**config.mk**
```make
export PLATFORM = sky130hd
export DESIGN_NAME = fpstk_rename_map
export DESIGN_NICKNAME = d
export VERILOG_FILES = /design/src/rtl/fpstk_pkg.sv /design/src/rtl/fpstk_top_ptr.sv /design/src/rtl/fpstk_name_table.sv /design/src/rtl/fpstk_occupancy.sv /design/src/rtl/fpstk_rename_map.sv
export SDC_FILE = /design/constraint.sdc
export NUM_CORES = 1
export LEC_CHECK = 0
export ABC_AREA = 1
export BUFFER_PORTS_ARGS = -buffer_cell sky130_fd_sc_hd__buf_2
export CAP_MARGIN = 15
export CORE_AREA = 3 3 126 128
export CTS_CLUSTER_DIAMETER = 50
export DETAILED_ROUTE_END_ITERATION = 6
export DIE_AREA = 0 0 129 131
export GPL_TIMING_DRIVEN = 0
export PLACE_DENSITY = 0.48
export SLEW_MARGIN = 20
export SYNTH_ARGS = -nofsm -noshare
export SYNTH_HDL_FRONTEND = slang
export SYNTH_SLANG_ARGS = --single-unit
```
**constraint.sdc**
```tcl
create_clock -name clk -period 5.05 [get_ports clk]
set_input_delay 0.7575 -clock clk [delete_from_list [all_inputs] [get_ports clk]]
set_output_delay 0.7575 -clock clk [all_outputs]
set_load 0.01 [all_outputs]
```
**src/rtl/fpstk_pkg.sv**
```systemverilog
package fpstk_pkg;
    localparam int STK_DEPTH = 8;
    localparam int SLOT_W    = $clog2(STK_DEPTH);

    typedef logic [SLOT_W-1:0] slot_t;

    typedef enum logic [1:0] {
        STK_NONE = 2'b00,
        STK_PUSH = 2'b01,
        STK_POP  = 2'b10,
        STK_IDLE = 2'b11
    } stk_op_e;

    typedef struct packed {
        logic  push;
        logic  pop;
        slot_t new_top;
    } stk_step_t;

    // Stack positions wrap naturally because the depth is a power of two.
    function automatic slot_t pos_add(slot_t base, slot_t ofs);
        return slot_t'(base + ofs);
    endfunction
endpackage

```
**src/rtl/fpstk_top_ptr.sv**
```systemverilog
module fpstk_top_ptr
    import fpstk_pkg::*;
(
    input  logic      clk,
    input  logic      rst,
    input  stk_op_e   op,
    output slot_t     top_q,
    output stk_step_t step
);
    always_comb begin
        step.push    = (op == STK_PUSH);
        step.pop     = (op == STK_POP);
        step.new_top = top_q;
        if (step.push)
            step.new_top = slot_t'(top_q - slot_t'(1));
        else if (step.pop)
            step.new_top = slot_t'(top_q + slot_t'(1));
    end

    always_ff @(posedge clk) begin
        if (rst) top_q <= '0;
        else     top_q <= step.new_top;
    end
endmodule

```
**src/rtl/fpstk_name_table.sv**
```systemverilog
module fpstk_name_table
    import fpstk_pkg::*;
#(
    parameter int DEPTH = STK_DEPTH,
    parameter int SW    = SLOT_W
) (
    input  logic                    clk,
    input  logic                    rst,
    input  logic                    swap_en,
    input  logic [SW-1:0]           swap_a,
    input  logic [SW-1:0]           swap_b,
    input  logic [SW-1:0]           rd0_pos,
    input  logic [SW-1:0]           rd1_pos,
    output logic [SW-1:0]           rd0_slot,
    output logic [SW-1:0]           rd1_slot,
    output logic [DEPTH-1:0][SW-1:0] tbl_q
);
    function automatic logic [SW-1:0] swapped_view(logic [SW-1:0] pos);
        if (swap_en && pos == swap_a) return tbl_q[swap_b];
        if (swap_en && pos == swap_b) return tbl_q[swap_a];
        return tbl_q[pos];
    endfunction

    assign rd0_slot = swapped_view(rd0_pos);
    assign rd1_slot = swapped_view(rd1_pos);

    for (genvar g = 0; g < DEPTH; g++) begin : g_entry
        always_ff @(posedge clk) begin
            if (rst)
                tbl_q[g] <= SW'(g);
            else if (swap_en && swap_a == SW'(g))
                tbl_q[g] <= tbl_q[swap_b];
            else if (swap_en && swap_b == SW'(g))
                tbl_q[g] <= tbl_q[swap_a];
        end
    end
endmodule

```
**src/rtl/fpstk_occupancy.sv**
```systemverilog
module fpstk_occupancy
    import fpstk_pkg::*;
#(
    parameter int DEPTH = STK_DEPTH,
    parameter int SW    = SLOT_W
) (
    input  logic             clk,
    input  logic             rst,
    input  logic             set_en,
    input  logic [SW-1:0]    set_slot,
    input  logic             clr_en,
    input  logic [SW-1:0]    clr_slot,
    output logic [DEPTH-1:0] valid_q,
    output logic [DEPTH-1:0] valid_nx
);
    always_comb begin
        valid_nx = valid_q;
        if (set_en) valid_nx[set_slot] = 1'b1;
        if (clr_en) valid_nx[clr_slot] = 1'b0;
    end

    always_ff @(posedge clk) begin
        if (rst) valid_q <= '0;
        else     valid_q <= valid_nx;
    end
endmodule

```
**src/rtl/fpstk_rename_map.sv**
```systemverilog
module fpstk_rename_map
    import fpstk_pkg::*;
(
    input  logic       clk,
    input  logic       rst,
    input  logic [1:0] stk_op_i,
    input  logic       xch_en_i,
    input  logic [2:0] xch_idx_i,
    input  logic       rd_en_i,
    input  logic [2:0] rd_idx_i,
    output logic [2:0] top_slot_o,
    output logic [2:0] rd_slot_o,
    output logic       overflow_o,
    output logic       underflow_o
);
    stk_op_e                       op;
    stk_step_t                     step;
    slot_t                         top_q;
    slot_t                         xch_pos;
    slot_t                         rd_pos;
    slot_t                         push_slot;
    slot_t                         pop_slot;
    logic [STK_DEPTH-1:0][SLOT_W-1:0] tbl_q;
    logic [STK_DEPTH-1:0]          valid_q;
    logic [STK_DEPTH-1:0]          valid_nx;

    assign op = stk_op_e'(stk_op_i);

    fpstk_top_ptr u_ptr (
        .clk   (clk),
        .rst   (rst),
        .op    (op),
        .top_q (top_q),
        .step  (step)
    );

    // Exchange and lookups are resolved against the already adjusted top.
    assign xch_pos   = pos_add(step.new_top, slot_t'(xch_idx_i));
    assign rd_pos    = pos_add(step.new_top, slot_t'(rd_idx_i));
    assign push_slot = tbl_q[step.new_top];
    assign pop_slot  = tbl_q[top_q];

    fpstk_name_table #(.DEPTH(STK_DEPTH), .SW(SLOT_W)) u_tbl (
        .clk      (clk),
        .rst      (rst),
        .swap_en  (xch_en_i),
        .swap_a   (step.new_top),
        .swap_b   (xch_pos),
        .rd0_pos  (step.new_top),
        .rd1_pos  (rd_pos),
        .rd0_slot (top_slot_o),
        .rd1_slot (rd_slot_o),
        .tbl_q    (tbl_q)
    );

    fpstk_occupancy #(.DEPTH(STK_DEPTH), .SW(SLOT_W)) u_occ (
        .clk      (clk),
        .rst      (rst),
        .set_en   (step.push),
        .set_slot (push_slot),
        .clr_en   (step.pop),
        .clr_slot (pop_slot),
        .valid_q  (valid_q),
        .valid_nx (valid_nx)
    );

    assign overflow_o  = step.push && valid_q[push_slot];
    assign underflow_o = (step.pop && !valid_q[pop_slot])
                       || (rd_en_i && !valid_nx[rd_slot_o])
                       || (xch_en_i && (!valid_nx[tbl_q[step.new_top]]
                                        || !valid_nx[tbl_q[xch_pos]]));
endmodule

```
==> reports/qor.txt <==
Largest net degree at the start of global routing: 13
DR vias: 4,439
Die height: 131 µm
Crit path required time: 4.29 ns
Setup TNS Final: 0 ns
RSZ-0062 raised after global routing: no
DRC Markers: 0
CTS tree: built
CTS H-tree depth: 2
Post-Route WL: 15,000 µm
Main synth FF type: dfxtp_1
Most common cell after layout, fill and taps aside: nand2_1
Count of different cell masters after synthesis: 42
Slew of the pin with the lowest slew margin: 0.678 ns
Area grow syn2layout: 18.9%
Syn_nets: 629
Max_slew headroom: 0.548
Cts bufs inserted: 5
Post-route antenna net violation count: 0
Setup crit end kind: output pin
Non-filler instance count after layout: 836
Worst r2r path cells: 18
Post-DR wirelength/cell: 18.0 µm
Power Density: 525 nW/µm²
Post-layout min period: 4.78 ns
Dpl cells: 817
FF-to-FF End: u_tbl.tbl_q[11]
Worst setup endpoint: underflow_o
Hold Path Depth: 2
GRT Total Usage: 0.181
Total power: 2.29 mW
Worst setup startpoint: stk_op_i[0]
Crit path DAT: 4.02 ns
Worst Skew: 0.00892 ns
Clock-pin slew on the worst setup and hold paths: 0.06 ns
HP Start: u_tbl.tbl_q[0]
Initial DRC Count: 480
Peak supply drop: 186 µV
Remaining global-route overflow: 0
Initial antenna violation count: 0
Setup violations, final: 0
MaxCap Viol Count: 0
Starting Density: 0.244
DP Wirelength: 11,500 µm
Filler instances: 1,677
Delay-heaviest family, CP: simple AND/OR/NAND/NOR gates
Synthesis-stage register bit count: 35
Worst R2R Start: u_ptr.top_q[0]
Critical-path top delay cell: fa_2
Post-Syn Area: 3660 µm²
Diodes inserted: 0
CP bufs+invs: 7
RD Place Congestion: 0.945
Share of layout cells above drive strength 1: 0.205
Core area: 15,000 µm²
Worst hold path type: reg2reg
Async S/R FF share, synth: 0
Crit path depth: 25
FP Rows: 45
I/O pins: 20
Crit Path Max Fanout: 11
Root Buffer: clkbuf_16
Reg2reg setup slack: 1.61 ns
DIE AREA: 16,900 µm²
Post-synth EDFFs: 0
Endpoints failing hold: 0
# port buffers: 18
Crit-path max cell delay: 0.62 ns
Place WS: -0.163 ns
Die W: 129 µm
Highest clock rate: 0.209 GHz
Skew-Pair Late Insertion Delay: 0.29 ns
Synth Warn #: 0
Outcome: complete, no violations
Vias per cell: 5.31
Critical Setup Path Class: in2out
Setup ws final: 0.268 ns
Max Slew Vio Count: 0
Most frequent cells in the layout: nand2_1, nand3_1, inv_1
Pleak: 1.91 nW
Final nets: 665
Post-synthesis sequential area ratio: 0.191
DR pass1 iterations: 5
Max Root-Sink Buffers: 2
Syn_area_per_cell: 5.99 µm²
Global-route wire length before repair: 23,500 µm
Startpoint types: input port
Final worst-path cycle share: 0.947
Vias in the first global route: 4,079
Syn Inst Count: 611
Num Clock Sinks: 35
## power by group
| part | switching [mW] | internal [mW] |
|---|---|---|
| Clock | 0.139 | 0.249 |
| Combinational | 1.03 | 0.485 |
| Sequential | 0.0617 | 0.321 |
| Total | 1.23 | 1.05 |
## routing by layer
metal / vias up / wire [µm] / part of all wire / track usage
met5: - / 0 / 0 / 0
met4: 0 / 593 / 0.039 / 0.0791
met3: 45 / 924 / 0.062 / 0.0280
met2: 164 / 6600 / 0.44 / 0.276
met1: 2111 / 6900 / 0.46 / 0.251
li1: 2119 / - / - / -
## logic make-up after synthesis
logic type,Yosys count,share of synthesized area
buffers and inverters,93,0.113
xor gates and xnor gates,4,0.00957
adders and majority gates,6,0.0246
and+or+nand+nor,352,0.461
DFF,35,0.191
AOI/OAI and AO/OA,121,0.201
## worst register-to-register path, stage by stage, from the launching register on
cell      delay, ns
dfxtp_1        0.35
buf_6          0.12
inv_2          0.04
buf_6          0.14
ha_1           0.31
inv_1          0.07
nand2_2        0.05
nand2_2        0.08
nand2_4        0.16
fa_2           0.71
inv_2          0.09
nor2_4         0.19
inv_2          0.13
o22ai_1        0.12
o21ai_0        0.12
nand2_2        0.15
inv_2          0.14
a221oi_1       0.31
nor2_1         0.06
## layout make-up
cell class                 count  area, µm²  area share
buffer                        19        144      0.0331
timing repair buffer          30        180      0.0414
clock buffer                   6        139      0.0319
clock inverter                 2       38.8     0.00891
inverter                      73        288      0.0661
sequential                    35        701       0.161
tap                          188        235      0.0541
multi-input combinational    483       2630       0.604
## per-stage QoR
step	instance area [µm²]	util	hold WS, ns
2_1_floorplan	3660	-	0.452
3_3_place_gp	3990	0.266	0.538
3_5_place_dp	3990	0.266	0.532
4_1_cts	4220	0.282	0.543
5_1_grt	4350	0.291	0.579
6_report	4350	0.291	0.541
## state kept, by name, summed over array words and instances (netlist names)
| register | count |
|---|---|
| u_occ.valid_q | 8 |
| u_ptr.top_q | 3 |
| u_tbl.tbl_q | 24 |
## Yosys cell counts (all sizes together), types with 9 or more instances
cell	n	area, µm²
a31oi	11	68.8
clkbuf	9	33.8
buf	11	104
nor2	54	234
o2111ai	11	96.3
o22ai	14	87.6
inv	73	277
nand3	90	528
o21ai	49	253
nand2	199	865
a21oi	26	141
dfxtp	35	701
## worst min path at each step
stage                      end  slack (ns)
2_1_floorplan  u_tbl.tbl_q[12]        0.45
3_3_place_gp   u_tbl.tbl_q[12]        0.54
3_5_place_dp   u_tbl.tbl_q[12]        0.53
4_1_cts        u_tbl.tbl_q[12]        0.54
5_1_grt         u_tbl.tbl_q[6]        0.58
6_report        u_tbl.tbl_q[0]        0.54
## timing repair
item | CTS | global route
setup endpoints to repair | 2 | 1
pin swaps | 1 | 7
hold buffers | 0 | 0
gates resized for setup | 16 | 16
buffers inserted | 1 | 11
(Power assumes the default switching activity.)
